File: src/rtl/rfsh_seq_pkg.sv
package rfsh_seq_pkg;
    typedef enum logic [2:0] {
        S_PAUSE,
        S_IDLE,
        S_REQ,
        S_LEAD,
        S_ACT,
        S_PRE
    } rfsh_state_t;
endpackage

File: src/rtl/rfsh_interval_timer.sv
module rfsh_interval_timer #(
    parameter int INTERVAL = 3125
) (
    input  logic clk,
    input  logic rst_n,
    input  logic en,
    output logic tick
);
    localparam int IW = $clog2(INTERVAL + 1);

    logic [IW-1:0] cnt;

    assign tick = en && (cnt == IW'(INTERVAL - 1));

    always_ff @(posedge clk) begin
        if (!rst_n)      cnt <= '0;
        else if (tick)   cnt <= '0;
        else if (en)     cnt <= cnt + 1'b1;
    end
endmodule

File: src/rtl/rfsh_pending_ctr.sv
module rfsh_pending_ctr #(
    parameter int MISS_LIM = 4
) (
    input  logic clk,
    input  logic rst_n,
    input  logic inc,
    input  logic dec,
    input  logic clr,
    output logic nonzero,
    output logic miss
);
    localparam int PW = $clog2(MISS_LIM + 2) + 1;

    logic [PW-1:0] cnt;

    assign nonzero = (cnt != '0);

    always_ff @(posedge clk) begin
        if (!rst_n || clr) begin
            cnt <= '0;
        end else begin
            unique case ({inc, dec})
                2'b10:   if (cnt != '1) cnt <= cnt + 1'b1;
                2'b01:   if (cnt != '0) cnt <= cnt - 1'b1;
                default: cnt <= cnt;
            endcase
        end
    end

    always_ff @(posedge clk) begin
        if (!rst_n || clr)            miss <= 1'b0;
        else if (cnt > PW'(MISS_LIM)) miss <= 1'b1;
    end

    // once raised, the miss flag holds until the recovery burst clears it
    a_r7_miss_sticky: assert property (@(posedge clk) disable iff (!rst_n)
        (miss && !clr) |=> miss);
endmodule

File: src/rtl/rfsh_row_ctr.sv
module rfsh_row_ctr #(
    parameter int ROWS = 2048
) (
    input  logic                     clk,
    input  logic                     rst_n,
    input  logic                     step,
    output logic [$clog2(ROWS)-1:0]  row
);
    localparam int RW = $clog2(ROWS);

    always_ff @(posedge clk) begin
        if (!rst_n)       row <= '0;
        else if (step)    row <= (row == RW'(ROWS - 1)) ? '0 : row + 1'b1;
    end

    // row counter wraps from the last row back to zero
    a_r8_row_wrap: assert property (@(posedge clk) disable iff (!rst_n)
        (step && row == RW'(ROWS - 1)) |=> (row == '0));
endmodule

File: src/rtl/rfsh_seq.sv
module rfsh_seq
    import rfsh_seq_pkg::*;
#(
    parameter int PAUSE_CYC    = 40000,
    parameter int WAKE_CNT     = 8,
    parameter int INTERVAL_CYC = 3125,
    parameter int ROWS         = 2048,
    parameter int T_CSR        = 1,
    parameter int T_RAS        = 10,
    parameter int T_RP         = 6,
    parameter int MISS_LIM     = 4
) (
    input  logic                     clk,
    input  logic                     rst_n,
    input  logic                     mode_ras_only,
    input  logic                     grant,
    output logic                     req,
    output logic                     ras_n,
    output logic                     cas_n,
    output logic                     addr_oe,
    output logic [$clog2(ROWS)-1:0]  addr,
    output logic                     ready,
    output logic                     deadline_miss
);
    localparam int ROW_W = $clog2(ROWS);
    localparam int TMR_W = $clog2(PAUSE_CYC + T_CSR + T_RAS + T_RP + 1);
    localparam int WK_W  = $clog2(WAKE_CNT + 1);

    rfsh_state_t      state, state_nxt;
    logic [TMR_W-1:0] tmr, dur;
    logic [WK_W-1:0]  wk;
    logic             in_burst, mode_q;
    logic             tmr_last, cyc_done, burst_done;
    logic             tick, pend_nz, miss;
    logic [ROW_W-1:0] row;

    always_comb begin
        unique case (state)
            S_PAUSE: dur = TMR_W'(PAUSE_CYC);
            S_LEAD:  dur = TMR_W'(T_CSR);
            S_ACT:   dur = TMR_W'(T_RAS);
            S_PRE:   dur = TMR_W'(T_RP);
            default: dur = TMR_W'(1);
        endcase
    end

    assign tmr_last   = (tmr == dur - 1'b1);
    assign cyc_done   = (state == S_PRE) && tmr_last;
    assign burst_done = cyc_done && in_burst && (wk == WK_W'(WAKE_CNT - 1));

    rfsh_interval_timer #(.INTERVAL(INTERVAL_CYC)) u_timer (
        .clk   (clk),
        .rst_n (rst_n),
        .en    (state != S_PAUSE),
        .tick  (tick)
    );

    rfsh_pending_ctr #(.MISS_LIM(MISS_LIM)) u_pending (
        .clk     (clk),
        .rst_n   (rst_n),
        .inc     (tick),
        .dec     (cyc_done && !in_burst),
        .clr     (burst_done),
        .nonzero (pend_nz),
        .miss    (miss)
    );

    rfsh_row_ctr #(.ROWS(ROWS)) u_row (
        .clk   (clk),
        .rst_n (rst_n),
        .step  (cyc_done && mode_q),
        .row   (row)
    );

    always_comb begin
        state_nxt = state;
        unique case (state)
            S_PAUSE: if (tmr_last) state_nxt = S_LEAD;
            S_IDLE:  if (pend_nz)  state_nxt = S_REQ;
            S_REQ:   if (grant)    state_nxt = S_LEAD;
            S_LEAD:  if (tmr_last) state_nxt = S_ACT;
            S_ACT:   if (tmr_last) state_nxt = S_PRE;
            S_PRE:   if (tmr_last) state_nxt = (in_burst && !burst_done) ? S_LEAD : S_IDLE;
            default: state_nxt = S_IDLE;
        endcase
    end

    always_ff @(posedge clk) begin
        if (!rst_n) begin
            state    <= S_PAUSE;
            tmr      <= '0;
            wk       <= '0;
            in_burst <= 1'b1;
            mode_q   <= 1'b0;
        end else begin
            state <= state_nxt;
            tmr   <= (state_nxt != state) ? '0 : tmr + 1'b1;
            if (state_nxt == S_LEAD && state != S_LEAD)
                mode_q <= mode_ras_only;
            if (state == S_REQ && grant && miss)
                in_burst <= 1'b1;
            else if (burst_done)
                in_burst <= 1'b0;
            if (cyc_done && in_burst)
                wk <= burst_done ? '0 : wk + 1'b1;
        end
    end

    always_comb begin
        ras_n         = (state != S_ACT);
        cas_n         = !(!mode_q && (state == S_LEAD || state == S_ACT));
        addr_oe       = mode_q && (state == S_LEAD || state == S_ACT);
        addr          = row;
        req           = (state == S_REQ) || (state == S_LEAD) ||
                        (state == S_ACT) || (state == S_PRE);
        ready         = !in_burst && !miss;
        deadline_miss = miss;
    end

    // in CBR mode the column strobe was already low when the row strobe fell
    a_r3_cas_leads_ras: assert property (@(posedge clk) disable iff (!rst_n)
        ($fell(ras_n) && !addr_oe) |-> $past(!cas_n));

    // column strobe stays high during a RAS-only cycle
    a_r8_rasonly_cas_high: assert property (@(posedge clk) disable iff (!rst_n)
        (!ras_n && addr_oe) |-> cas_n);

    // row address does not move while the row strobe is low
    a_r8_addr_stable: assert property (@(posedge clk) disable iff (!rst_n)
        (!ras_n && $past(!ras_n) && addr_oe) |-> $stable(addr));

    // no row strobe activity follows a cycle spent waiting without grant
    a_r6_wait_for_grant: assert property (@(posedge clk) disable iff (!rst_n)
        (state == S_REQ && !grant) |=> (ras_n && req));
endmodule

File: config.mk
export PLATFORM = sky130hd
export DESIGN_NAME = rfsh_seq
export DESIGN_NICKNAME = d
export VERILOG_FILES = /design/src/rtl/rfsh_seq_pkg.sv /design/src/rtl/rfsh_interval_timer.sv /design/src/rtl/rfsh_pending_ctr.sv /design/src/rtl/rfsh_row_ctr.sv /design/src/rtl/rfsh_seq.sv
export SDC_FILE = /design/constraint.sdc
export NUM_CORES = 1
export LEC_CHECK = 0
export BUFFER_PORTS_ARGS = -buffer_cell sky130_fd_sc_hd__buf_4
export CAP_MARGIN = 20
export CORE_MARGIN = 2
export CORE_UTILIZATION = 40
export CTS_CLUSTER_SIZE = 10
export DETAILED_ROUTE_END_ITERATION = 8
export PLACE_DENSITY_LB_ADDON = 0.3
export SLEW_MARGIN = 20
export SYNTH_ARGS = -nofsm -noshare
export SYNTH_HDL_FRONTEND = slang
export SYNTH_HIERARCHICAL = 1
export SYNTH_SLANG_ARGS = --single-unit
File: constraint.sdc
create_clock -name clk -period 2.7 [get_ports clk]
set_clock_uncertainty 0.15 [all_clocks]
set_input_delay 0.135 -clock clk [delete_from_list [all_inputs] [get_ports clk]]
set_output_delay 0.135 -clock clk [all_outputs]
set_load 0.005 [all_outputs]
Word-level counts from Yosys, hierarchy flattened
Cells that the tools add are included. Widths: inputs -> output; s select.

Flip-flop bits (word level): 53. Output and inout port bits: 17.

Bitwise logic cells: 1. Order comparisons: 1. Add/subtract/negate cells: 7. Eq/ne operators: 18. Reduce and logical (&&, ||, !) cells: 32. Mux-type cells: 14.

Operator list (number): $pmux 16 s3 (1); $mux 3 (6); $pmux 3 s6 (1); $add 16x1->16 const B (1); $eq 16x16->1 (1); $sub 16x1->16 const B (1); $logic_and 1x1->1 (13); $add 12x1->12 const B (1); $eq 12x12->1 const B (1); $mux 4 (3); $add 11x1->11 const B (1); $eq 11x11->1 const B (1); $mux 11 (1); $eq 3x2->1 const B (3); $add 4x1->4 const B (2); $pmux 4 s2 (1); $eq 3x3->1 const B (2); $logic_not 1->1 (6); $reduce_or 2->1 (3); $logic_or 1x1->1 (5); $eq 4x3->1 const B (1); $gt 4x3->1 const B (1); $ne 4x4->1 const B (1); $reduce_bool 4->1 (1); other kinds (15) (15).

Longest topological paths before layout
Gate-level depths: netlist (run 1).

Depth after elaboration: 14. Mapped depth: 12. Gate-level depth less buffers: 11.

Modules after synthesis
Netlist (run 1), hierarchy kept.

Modules (own cells, without submodules): rfsh_seq (seq. area each 500.5 µm², times used 1, cells each 203, area each 1616.6 µm²); rfsh_interval_timer (seq. area each 240.2 µm², times used 1, cells each 72, area each 666.9 µm²); rfsh_row_ctr (seq. area each 220.2 µm², times used 1, cells each 55, area each 496.7 µm²); rfsh_pending_ctr (seq. area each 100.1 µm², times used 1, cells each 31, area each 272.8 µm²).

Worst setup path after synthesis (run 1)
No wires, ideal clock.

Path type: flip-flop to flip-flop. Start: register tmr[9]. End: register u_pending.cnt[2]. Data arrival time: 2.567 ns. Buffers on the path: 0. Library setup time: 0.121 ns. Setup slack: -0.138 ns. Cell stages (with the launch flop): 12. Period minus slack after synthesis: 2.838 ns. Path through: dfxtp_1 > or4_4 > nor3_4 > a21boi_2 > o2111a_1 > nor2b_1 > nand2b_1 > xnor2_1 > ha_1 > nor4_1 > o21ai_0 > nor3b_1.

Longest elaborated chain between the ends: 6. Elaborated cells between the ends (all ways): 13.

RTL lines: start, declared (RTL line rfsh_seq.sv:30) `logic [TMR_W-1:0] tmr, dur;`; start signal, assigned (RTL line rfsh_seq.sv:97) `tmr <= (state_nxt != state) ? '0 : tmr + 1'b1;`; $eq 16x16->1 (*) (RTL line rfsh_seq.sv:47) `assign tmr_last = (tmr == dur - 1'b1);`; $logic_and 1x1->1 (*) (RTL line rfsh_seq.sv:48) `assign cyc_done = (state == S_PRE) && tmr_last;`; $logic_and 1x1->1 (RTL line rfsh_seq.sv:62) `.dec (cyc_done && !in_burst),`; $eq 2x2->1 or $eq 2x1->1 (tied branches) (RTL line rfsh_pending_ctr.sv:22) `unique case ({inc, dec})`; $ne 2x1->1 (no line), or another cell as far along; $reduce_and 3->1 (no line); end signal, assigned (RTL line rfsh_pending_ctr.sv:23) `2'b10: if (cnt != '1) cnt <= cnt + 1'b1;`; end signal, assigned (RTL line rfsh_pending_ctr.sv:24) `2'b01: if (cnt != '0) cnt <= cnt - 1'b1;`; end signal, assigned (RTL line rfsh_pending_ctr.sv:25) `default: cnt <= cnt;`; end, declared (RTL line rfsh_pending_ctr.sv:14) `logic [PW-1:0] cnt;`.

Every way passes the cells marked *; elsewhere a longest branch is shown, timed or not. A chain may end at the register's enable or synchronous reset.

Worst setup path in the final report (run 1)
Start: register tmr[14]. End: register u_pending.cnt[2].

Same word-level chain as after synthesis.

==> results of run 1 <==
## path summary, 6_finish.rpt
| check | startpoint | end | slack [ns] | cells after the start |
|---|---|---|---|---|
| worst max-delay path | tmr[14] | u_pending/cnt[2] | 0.02 | 11 |
| worst min-delay path | mode_ras_only | mode_q | 0.05 | 4 |
| worst min register to register | wk[3] | wk[3] | 0.33 | 2 |
| worst max register to register | tmr[14] | u_pending/cnt[2] | 0.02 | 11 |
## repair_timing
action	4_1_cts	5_1_grt
setup endpoints to repair	5	8
resized for setup	3	7
buffers inserted	2	0
pin swaps	0	2
## worst reg2reg max path: stages, from the launching register on
cell and delay [ns]:
sky130_fd_sc_hd__dfxtp_2 0.33, sky130_fd_sc_hd__or4_4 0.53, sky130_fd_sc_hd__nor3_4 0.14, sky130_fd_sc_hd__a21boi_2 0.18
sky130_fd_sc_hd__o2111a_2 0.24, sky130_fd_sc_hd__nor2b_4 0.18, sky130_fd_sc_hd__nand2b_4 0.07, sky130_fd_sc_hd__xnor2_2 0.13
sky130_fd_sc_hd__ha_2 0.20, sky130_fd_sc_hd__nor4_4 0.17, sky130_fd_sc_hd__o21ai_1 0.10, sky130_fd_sc_hd__nor3b_2 0.16
## metrics by stage
stage | power, mW | cells
finish | 1.30 | 494
floorplan | 0.832 | 361
global placement | 0.845 | 484
CTS | 1.32 | 494
detailed placement | 0.846 | 484
global route | 1.36 | 494
## cell type report
cell class | count | area [um2] | area share [%]
clock buffer | 5 | 68.8 | 1.92
sequential | 53 | 1060 | 29.7
multi-input combinational | 283 | 1950 | 54.5
tap | 99 | 124 | 3.46
clock inverter | 3 | 26.3 | 0.734
timing repair buffer | 40 | 304 | 8.49
inverter | 11 | 41.3 | 1.15
## flip-flops by register name, summed over array words and instances, names as in the netlist
register and flops:
state 3, u_pending/miss 1, wk 4, u_row/row 11, u_timer/cnt 12, in_burst 1
u_pending/cnt 4, mode_q 1, tmr 16
## Yosys cell counts (2+ instances only)
| library cell | count |
|---|---|
| sky130_fd_sc_hd__and3_1 | 8 |
| sky130_fd_sc_hd__inv_1 | 11 |
| sky130_fd_sc_hd__buf_6 | 2 |
| sky130_fd_sc_hd__and4_1 | 2 |
| sky130_fd_sc_hd__a21oi_1 | 12 |
| sky130_fd_sc_hd__nand3b_1 | 3 |
| sky130_fd_sc_hd__or4_1 | 10 |
| sky130_fd_sc_hd__ha_1 | 6 |
| sky130_fd_sc_hd__dfxtp_1 | 53 |
| sky130_fd_sc_hd__o2111ai_1 | 2 |
| sky130_fd_sc_hd__nand2b_1 | 5 |
| sky130_fd_sc_hd__mux2i_1 | 8 |
| sky130_fd_sc_hd__nor2_1 | 40 |
| sky130_fd_sc_hd__nor3b_1 | 3 |
| sky130_fd_sc_hd__buf_2 | 3 |
| sky130_fd_sc_hd__nor2b_1 | 6 |
| sky130_fd_sc_hd__nor4_1 | 2 |
| sky130_fd_sc_hd__or4_4 | 3 |
| sky130_fd_sc_hd__clkbuf_1 | 6 |
| sky130_fd_sc_hd__o21bai_1 | 3 |
| sky130_fd_sc_hd__xnor2_1 | 12 |
| sky130_fd_sc_hd__o31ai_1 | 10 |
| sky130_fd_sc_hd__nand2_1 | 44 |
| sky130_fd_sc_hd__and2_1 | 3 |
| sky130_fd_sc_hd__nor3_1 | 9 |
| sky130_fd_sc_hd__or3_1 | 5 |
| sky130_fd_sc_hd__a211oi_1 | 7 |
| sky130_fd_sc_hd__xor2_1 | 13 |
| sky130_fd_sc_hd__nand4_1 | 14 |
| sky130_fd_sc_hd__nand3_1 | 14 |
| sky130_fd_sc_hd__o21ai_0 | 12 |
## routing by layer
metal / global-route usage (%) / vias up / part of all wire, %
li1: - / 1371 / -
met1: 21.7 / 1281 / 49
met2: 26.6 / 57 / 46
met3: 3.07 / 8 / 3.9
met4: 5.30 / 0 / 1.4
met5: 0 / - / 0
## power by group through the flow
stage / Clock (mW) / Combinational [mW] / Sequential [mW]
6_report: 0.475 / 0.0378 / 0.791
5_1_grt: 0.527 / 0.0422 / 0.792
4_1_cts: 0.495 / 0.0377 / 0.791
3_5_place_dp: 0 / 0.0375 / 0.809
3_3_place_gp: 0 / 0.0368 / 0.809
2_1_floorplan: 0 / 0.0258 / 0.807
## cell families (layout without fill, tap and decap cells)
kind of cell    count (synthesis)  in the layout  synth area share [%]
simple gates                  183            183                  33.0
compound gates                 59             59                  14.8
flops                          53             53                  34.8
xor+xnor                       25             25                  7.17
buf+inv                        25             59                  4.34
mux                            10             10                  3.48
fa+ha+maj                       6              6                  2.46
==> qor.yml, run 1 <==
n_fill_cell: 711
critPathSlowestCell: "sky130_fd_sc_hd__or4_4"
core_mm2: 0.00733
powerDensity_mw_per_mm2: 364
final_hold_viol_count: 0
gr-total-overflow: 0
internal_power_uw: 989
netlist-cell-type-count: 61
status: "finished, final reports clean"
start_kind: "flip-flop"
placed_area_mm2: 0.00344
numCtsBuffers: 5
drtPass1Iterations: 4
crit_buf_inv: 0
grt_start_max_net_pins: 37
crit_arrival_ns: 2.73
period_minus_slack_ns: 2.68
final-setup-viol-count: 0
cts_root_buf: "sky130_fd_sc_hd__clkbuf_8"
drc: 0
route.detailed.vias_per_inst: 5.50
initial_utilization_pct: 41.6
critical-path-top-delay-family: "simple AND/OR/NAND/NOR gates"
cts_tree: "yes"
postLayoutSetupSlackWorst_ns: 0.0197
place.detailed.hpwl_um: 4570
diodes: 0
synth_area_leaders: "sky130_fd_sc_hd__dfxtp_1 35%, sky130_fd_sc_hd__nand2_1 5.4%, sky130_fd_sc_hd__nor2_1 4.9%"
grt_use_total_pct: 16.3
drive_gt1_share_pct: 21.8
mostFrequentLayoutCells: "50 x sky130_fd_sc_hd__dfxtp_1, 44 x sky130_fd_sc_hd__nand2_1, 40 x sky130_fd_sc_hd__nor2_1, 39 x sky130_fd_sc_hd__buf_4, 14 x sky130_fd_sc_hd__nand4_1"
avgSynthCellArea_um2: 8.46
share_comb_of_total_power_pct: 2.9
setup.worst_path.end_class: "flip-flop"
cts_num_sinks: 53
timing.final.crit_share_pct: 99.3
drv.max_cap_violation_count: 0
initial_antenna_violation_count: 0
max-clock-path-buffers: 2
ys_seq_area_share_pct: 34.8
die-width_um: 91.4
route.antenna.remaining_nets: 0
worst_setup_timing_slack_at_the_placement_stage_ns: -0.0686
fp.dieArea_mm2: 0.00835
cts_htree_levels: 2
post_synth_instance_area_mm2: 0.00305
worst_path_largest_cell_delay_ns: 0.53
cts_hold_buffers: 0
timing_max_transition_violations_final: 0
async_reset_ff_share_pct: 0
area_growth_syn_to_fin_pct: 17.3
post-route-cell-area_mm2: 0.00358
synth_cells: 361
yosys.area.top_type: "sky130_fd_sc_hd__dfxtp_1"
leading_cell_type_in_the_layout_fill_and_taps_excluded: "sky130_fd_sc_hd__dfxtp_1"
critical_path_required_ns: 2.75
achievable-frequency_mhz: 373
power_frac_seq_pct: 60.6
via_count: 2717
io_buffer_count: 20
synthDominantCellAreaShare_pct: 34.8
totalNegativeSetupSlack_ns: 0
ys_ff_latch: 53
cts.reportedPaths.clkPinSlew_ns: 0.10
floorplan.rows: 31
path_max_fanout: 4
power_frac_clock_pct: 36.5
grt_pass1_wl_um: 11500
commonest_register_cell_after_synthesis: "sky130_fd_sc_hd__dfxtp_1"
place_congestion: 0.799
cell_breakdown_of_the_critical_path: "or4_4, nor3_4, a21boi_2, o2111a_2, nor2b_4, nand2b_4, xnor2_2, ha_2, nor4_4, o21ai_1, nor3b_2"
leakage_power_figure_nw: 1.38
path_class: "flip-flop to flip-flop"
ys_warn_count: 6
synth_edf_count: 0
rsz0062_at_grt: "yes"
wl_per_cell_um: 13.1
final_stage_net_count: 404
worstMarginPinSlew_ns: 0.689
worstHoldPathType: "input pin to flip-flop"
die_height_um: 91.4
power.switching_uw: 315
max-slew-margin-rel_pct: 53.7
timing.hold.ws_ns: 0.0473
via_count_of_the_first_global_routing_pass: 2513
worst_skew_pair.late_latency_ns: 0.31
final_core_utilization_pct: 48.8
finalWirelength_um: 6450
net_count_after_synthesis: 371
first_iter_violations: 127
netSwitchingFraction_pct: 24.1
ioPinCount: 21
ir_worst_vdd_uv: 190
Note: power is estimated with default switching activity, not from simulation.
==> run 2: changes to the inputs <==
Settings changed: CTS_BUF_LIST set to sky130_fd_sc_hd__clkbuf_16, SYNTH_HIERARCHICAL 1 to unset.
==> run 2 against run 1 <==
  * The run now ends with setup timing left
  * Hold slack got worse by 0.032 ns
  * Cell count rose by 2.6%
  * Global-route usage rose by 1.3 points
  * Critical path depth rose by 2
  * Combinational power rose by 24%
  * Critical path type unchanged
  * Critical endpoint is now u_pending.cnt[3]
  * Largest cell class unchanged
  * Highest routed layer unchanged
==> qor.yml, run 2 <==
ys_warn_count: 0
numCtsBuffers: 5
drv.max_cap_violation_count: 0
path_class: "flip-flop to flip-flop"
die_height_um: 87.8
setup.worst_path.end_class: "flip-flop"
avgSynthCellArea_um2: 8.48
drive_gt1_share_pct: 26.8
route.detailed.vias_per_inst: 5.01
finalWirelength_um: 6440
violations: "setup timing"
rsz0062_at_grt: "yes"
period_minus_slack_ns: 3.21
worst_skew_pair.late_latency_ns: 0.29
io_buffer_count: 20
leakage_power_figure_nw: 1.56
drtPass1Iterations: 4
area_growth_syn_to_fin_pct: 32.0
status: "complete, but fails checks"
max-clock-path-buffers: 2
timing_max_transition_violations_final: 0
wl_per_cell_um: 12.7
final-setup-viol-count: 3
yosysMostFrequentCell: "sky130_fd_sc_hd__nor2_1"
largest_registers: "tmr: 16 flops, u_timer.cnt: 12 flops, u_row.row: 11 flops"
final_core_utilization_pct: 54.5
final_stage_net_count: 422
commonest_register_cell_after_synthesis: "sky130_fd_sc_hd__dfxtp_1"
diodes: 0
critical_path_required_ns: 2.73
grt_start_max_net_pins: 19
drc: 0
largest-register: "tmr"
setup.worst_path.start: "tmr[15]"
n_fill_cell: 622
place.detailed.hpwl_um: 4570
achievable-frequency_mhz: 311
crit_arrival_ns: 3.24
path_max_fanout: 2
design_power_total_mw: 1.44
via_count: 2538
synth_edf_count: 0
core_mm2: 0.00679
initial_antenna_violation_count: 0
netlist-cell-type-count: 48
cts.reportedPaths.clkPinSlew_ns: 0.06
route.antenna.remaining_nets: 0
grt_pass1_wl_um: 10800
gr-total-overflow: 0
synth_area_leaders: "sky130_fd_sc_hd__dfxtp_1 38%, sky130_fd_sc_hd__nor2_1 7.5%, sky130_fd_sc_hd__xor2_1 7.2%"
via_count_of_the_first_global_routing_pass: 2377
mostFrequentLayoutCells: "80 x sky130_fd_sc_hd__buf_4, 55 x sky130_fd_sc_hd__nor2_1, 51 x sky130_fd_sc_hd__dfxtp_1, 26 x sky130_fd_sc_hd__nand2_1, 23 x sky130_fd_sc_hd__xor2_1"
leading_cell_type_in_the_layout_fill_and_taps_excluded: "sky130_fd_sc_hd__buf_4"
rr_worst_depth: 13
cts_htree_levels: 2
totalNegativeSetupSlack_ns: -1.11
timing.final.crit_share_pct: 119
grt_use_total_pct: 17.6
hold_start: "rst_n"
postLayoutSetupSlackWorst_ns: -0.511
netlist_top_cells_count: "56 x sky130_fd_sc_hd__nor2_1, 53 x sky130_fd_sc_hd__dfxtp_1, 26 x sky130_fd_sc_hd__nand2_1, 23 x sky130_fd_sc_hd__xor2_1"
timing.hold.worst_path_depth: 2
net_count_after_synthesis: 343
largest_register_ff_count: 16
cts_num_sinks: 53
floorplan.rows: 30
ys_seq_area_share_pct: 37.8
max-slew-margin-rel_pct: 70.1
place_congestion: 0.839
cts_tree: "yes"
ioPinCount: 21
reg2reg_from: "tmr[15]"
start_kind: "flip-flop"
powerDensity_mw_per_mm2: 388
die-width_um: 87.8
cts_root_buf: "sky130_fd_sc_hd__clkbuf_16"
async_reset_ff_share_pct: 0
first_iter_violations: 84
synthDominantCellAreaShare_pct: 37.8
final_hold_viol_count: 0
worstMarginPinSlew_ns: 0.448
ir_worst_vdd_uv: 296
fp.dieArea_mm2: 0.00771
post_synth_instance_area_mm2: 0.00281
synth_cells: 331
worstHoldPathType: "input pin to flip-flop"
yosys.area.top_type: "sky130_fd_sc_hd__dfxtp_1"
ys_ff_latch: 53
initial_utilization_pct: 41.3
## run 2: per-stage QoR
stage,cells,hold slack (ns),area (um2),setup WS [ns]
global placement,488,0.249,3440,-0.522
floorplan,331,0.127,2830,-0.537
global route,507,0.0311,3700,-0.642
finish,507,0.0154,3700,-0.511
detailed placement,488,0.253,3440,-0.580
CTS,507,0.0125,3670,-0.452
## run 2: worst max-delay path: stages (launching register included)
cell and delay (ns):
sky130_fd_sc_hd__dfxtp_2 0.32, sky130_fd_sc_hd__or4_4 0.56, sky130_fd_sc_hd__nor4_4 0.21, sky130_fd_sc_hd__o32ai_2 0.15, sky130_fd_sc_hd__or4b_4 0.50, sky130_fd_sc_hd__or2_4 0.26, sky130_fd_sc_hd__inv_4 0.06, sky130_fd_sc_hd__ha_4 0.18
sky130_fd_sc_hd__a21o_1 0.16, sky130_fd_sc_hd__a21oi_2 0.14, sky130_fd_sc_hd__nand2_1 0.06, sky130_fd_sc_hd__mux2i_1 0.15, sky130_fd_sc_hd__xnor2_1 0.13, sky130_fd_sc_hd__nor2_1 0.06
## run 2: logic make-up after synthesis
family	after synthesis	share of synthesized area [%]
xor gates and xnor gates	41	12.8
muxes	10	3.74
DFF	53	37.8
and+or+nand+nor	165	31.1
AOI/OAI and AO/OA	31	7.58
adders and majority gates	8	3.83
buffers and inverters	23	3.16
## run 2: report_power, final
| part | internal, mW | total (mW) | switching, mW |
|---|---|---|---|
| registers | 0.786 | 0.789 | 0.00381 |
| logic | 0.0208 | 0.0469 | 0.0261 |
| clock network | 0.334 | 0.602 | 0.268 |
| total | 1.14 | 1.44 | 0.298 |
## run 2: metal layers
metal  wire, um  global-route usage, %
met5          0                      0
met4         78                   4.76
met3        201                   4.43
met2       3130                   29.7
met1       3030                   22.4
## run 2: final timing paths
check	to	slack [ns]
worst min-delay path	in_burst	0.02
worst max-delay path	u_pending.cnt[3]	-0.51
worst max register to register	u_pending.cnt[3]	-0.51
worst min register to register	u_timer.cnt[11]	0.37
## run 2: repair_timing
item | 4_1_cts | 5_1_grt
hold buffers | 1 | 0
setup buffers | 10 | 2
gates resized for setup | 2 | 7
endpoints found under the hold margin | 1 | 0
setup endpoints to repair | 4 | 34
pin swaps | 6 | 5
## run 2: cell type report
type	instances	area, um2	area share [%]
clock buffer	5	125	3.38
inverter	12	47.5	1.28
timing repair buffer	83	633	17.1
tap	96	120	3.24
clock inverter	3	11.3	0.304
multi-input combinational	255	1700	46.0
sequential	53	1060	28.7
==> run 3: changes to the inputs <==
Clock period 2.7 ns to 3.2 ns, I/O delays scaled along.
==> run 3 against run 2 <==
  * The run still ends with setup timing left
  * Critical path depth did not move
  * Highest routed layer unchanged
  * Largest power group unchanged
  * First-iteration DRC count is 24% higher
  * Cell area down 8.4%
  * Worst setup slack better by 0.51 ns
==> qor.yml, run 3 (same netlist as run 2, synthesis figures left out) <==
status: "complete, but fails checks"
violations: "setup timing"
wl_per_cell_um: 12.5
layout.cells.non_filler: 465
drc: 0
diodes: 0
initial_utilization_pct: 41.3
drtPass1Iterations: 4
critical-path-top-delay-family: "simple AND/OR/NAND/NOR gates"
start_kind: "flip-flop"
cell_breakdown_of_the_critical_path: "or4_4, nor4_4, o32ai_2, or4b_4, or2_4, inv_4, ha_4, a21o_1, a21oi_2, nand3b_1, mux2i_1, xnor2_1, nor2_1"
ioPinCount: 21
mostFrequentLayoutCells: "56 x sky130_fd_sc_hd__nor2_1, 51 x sky130_fd_sc_hd__dfxtp_1, 41 x sky130_fd_sc_hd__buf_4, 26 x sky130_fd_sc_hd__nand2_1, 23 x sky130_fd_sc_hd__xor2_1"
cts_tree: "yes"
route.antenna.remaining_nets: 0
worstHoldPathType: "input pin to flip-flop"
final_hold_viol_count: 0
power_frac_clock_pct: 46.1
timing.final.crit_share_pct: 100
cts.reportedPaths.clkPinSlew_ns: 0.06
critPathSlowestCell: "sky130_fd_sc_hd__or4_4"
final-setup-viol-count: 1
netSwitchingFraction_pct: 19.8
via_count: 2365
totalNegativeSetupSlack_ns: -0.00564
worst_skew_pair.late_latency_ns: 0.29
place_congestion: 0.824
fp.dieArea_mm2: 0.00771
drive_gt1_share_pct: 18.4
leakage_power_figure_nw: 1.34
cts_root_buf: "sky130_fd_sc_hd__clkbuf_16"
share_comb_of_total_power_pct: 2.4
io_buffer_count: 20
achievable-frequency_mhz: 312
max-slew-margin-rel_pct: 60.7
power_frac_seq_pct: 51.5
rsz0062_at_grt: "yes"
initial_antenna_violation_count: 0
area_growth_syn_to_fin_pct: 20.8
gr-total-overflow: 0
cts_num_sinks: 53
period_minus_slack_ns: 3.21
drv.max_cap_violation_count: 0
numCtsBuffers: 5
worstMarginPinSlew_ns: 0.584
via_count_of_the_first_global_routing_pass: 2264
place.detailed.instances: 457
power.switching_uw: 256
largest-register: "tmr"
powerDensity_mw_per_mm2: 382
timing.hold.ws_ns: 0.0294
grt_start_max_net_pins: 19
timing_max_transition_violations_final: 0
cts_post_setup_buffers_inserted: 0
die-width_um: 87.8
largest_registers: "tmr: 16 flops, u_timer.cnt: 12 flops, u_row.row: 11 flops"
place.detailed.hpwl_um: 4370
grt_pass1_wl_um: 10100
path_max_fanout: 2
max-clock-path-buffers: 2
grt_use_total_pct: 16.2
worst_path_largest_cell_delay_ns: 0.56
internal_power_mw: 1.04
floorplan.rows: 30
route.detailed.vias_per_inst: 5.09
finalWirelength_um: 5830
path_class: "flip-flop to flip-flop"
core_mm2: 0.00679
design_power_total_mw: 1.29
worst_setup_timing_slack_at_the_placement_stage_ns: -0.0942
setup.worst_path.end_class: "flip-flop"
largest_register_ff_count: 16
final_stage_net_count: 381
crit_arrival_ns: 3.23
crit_buf_inv: 1
first_iter_violations: 104
postLayoutSetupSlackWorst_ns: -0.00564
critical_path_required_ns: 3.23
leading_cell_type_in_the_layout_fill_and_taps_excluded: "sky130_fd_sc_hd__nor2_1"
die_height_um: 87.8
ir_worst_vdd_uv: 220
cts_htree_levels: 2
-- run 3: final timing paths --
| kind | endpoint | slack (ns) | from | cells after the start |
|---|---|---|---|---|
| max | u_pending.cnt[3] | -0.006 | tmr[15] | 13 |
| min | in_burst | 0.03 | rst_n | 2 |
| max reg2reg | u_pending.cnt[3] | -0.006 | tmr[15] | 13 |
| min reg2reg | tmr[0] | 0.37 | tmr[0] | 1 |
-- run 3: worst register-to-register path: stages (launching register included) --
cell	delay, ns
sky130_fd_sc_hd__dfxtp_2	0.32
sky130_fd_sc_hd__or4_4	0.56
sky130_fd_sc_hd__nor4_4	0.19
sky130_fd_sc_hd__o32ai_2	0.13
sky130_fd_sc_hd__or4b_4	0.50
sky130_fd_sc_hd__or2_4	0.28
sky130_fd_sc_hd__inv_4	0.06
sky130_fd_sc_hd__ha_4	0.18
sky130_fd_sc_hd__a21o_1	0.16
sky130_fd_sc_hd__a21oi_2	0.12
sky130_fd_sc_hd__nand3b_1	0.13
sky130_fd_sc_hd__mux2i_1	0.10
sky130_fd_sc_hd__xnor2_1	0.16
sky130_fd_sc_hd__nor2_1	0.06
-- run 3: metrics by stage --
step | util [%] | cell area (um2)
after floorplan | - | 2830
after global placement | 47.3 | 3210
after detailed placement | 47.3 | 3210
after CTS | 49.8 | 3380
after global routing | 49.9 | 3390
final | 49.9 | 3390
-- run 3: power by group through the flow --
stage / logic, mW / registers [mW] / clock network (mW)
after floorplan: 0.0206 / 0.681 / 0
after global placement: 0.0310 / 0.682 / 0
after detailed placement: 0.0311 / 0.682 / 0
after CTS: 0.0320 / 0.667 / 0.612
after global routing: 0.0355 / 0.667 / 0.631
final: 0.0316 / 0.667 / 0.596
-- run 3: cell type report --
type / instances / area (um2)
clock buffer: 5 / 125
fill: 640 / 3400
tap: 96 / 120
timing repair buffer: 42 / 318
multi-input combinational: 255 / 1680
inverter: 12 / 47.5
sequential: 53 / 1060
clock inverter: 2 / 35.0
-- run 3: layer usage --
layer	GRT usage (%)	vias to the layer above	routed length, um
li1	-	1217	-
met1	21.5	1106	2820
met2	26.0	30	2680
met3	3.49	12	190
met4	6.29	0	144
met5	0	-	0
-- run 3: what timing repair did --
action / 4_1_cts / 5_1_grt
pin swaps: 1 / 0
endpoints found under the hold margin: 1 / 0
gates resized for setup: 0 / 3
hold buffers: 1 / 0
setup endpoints to repair: 1 / 1
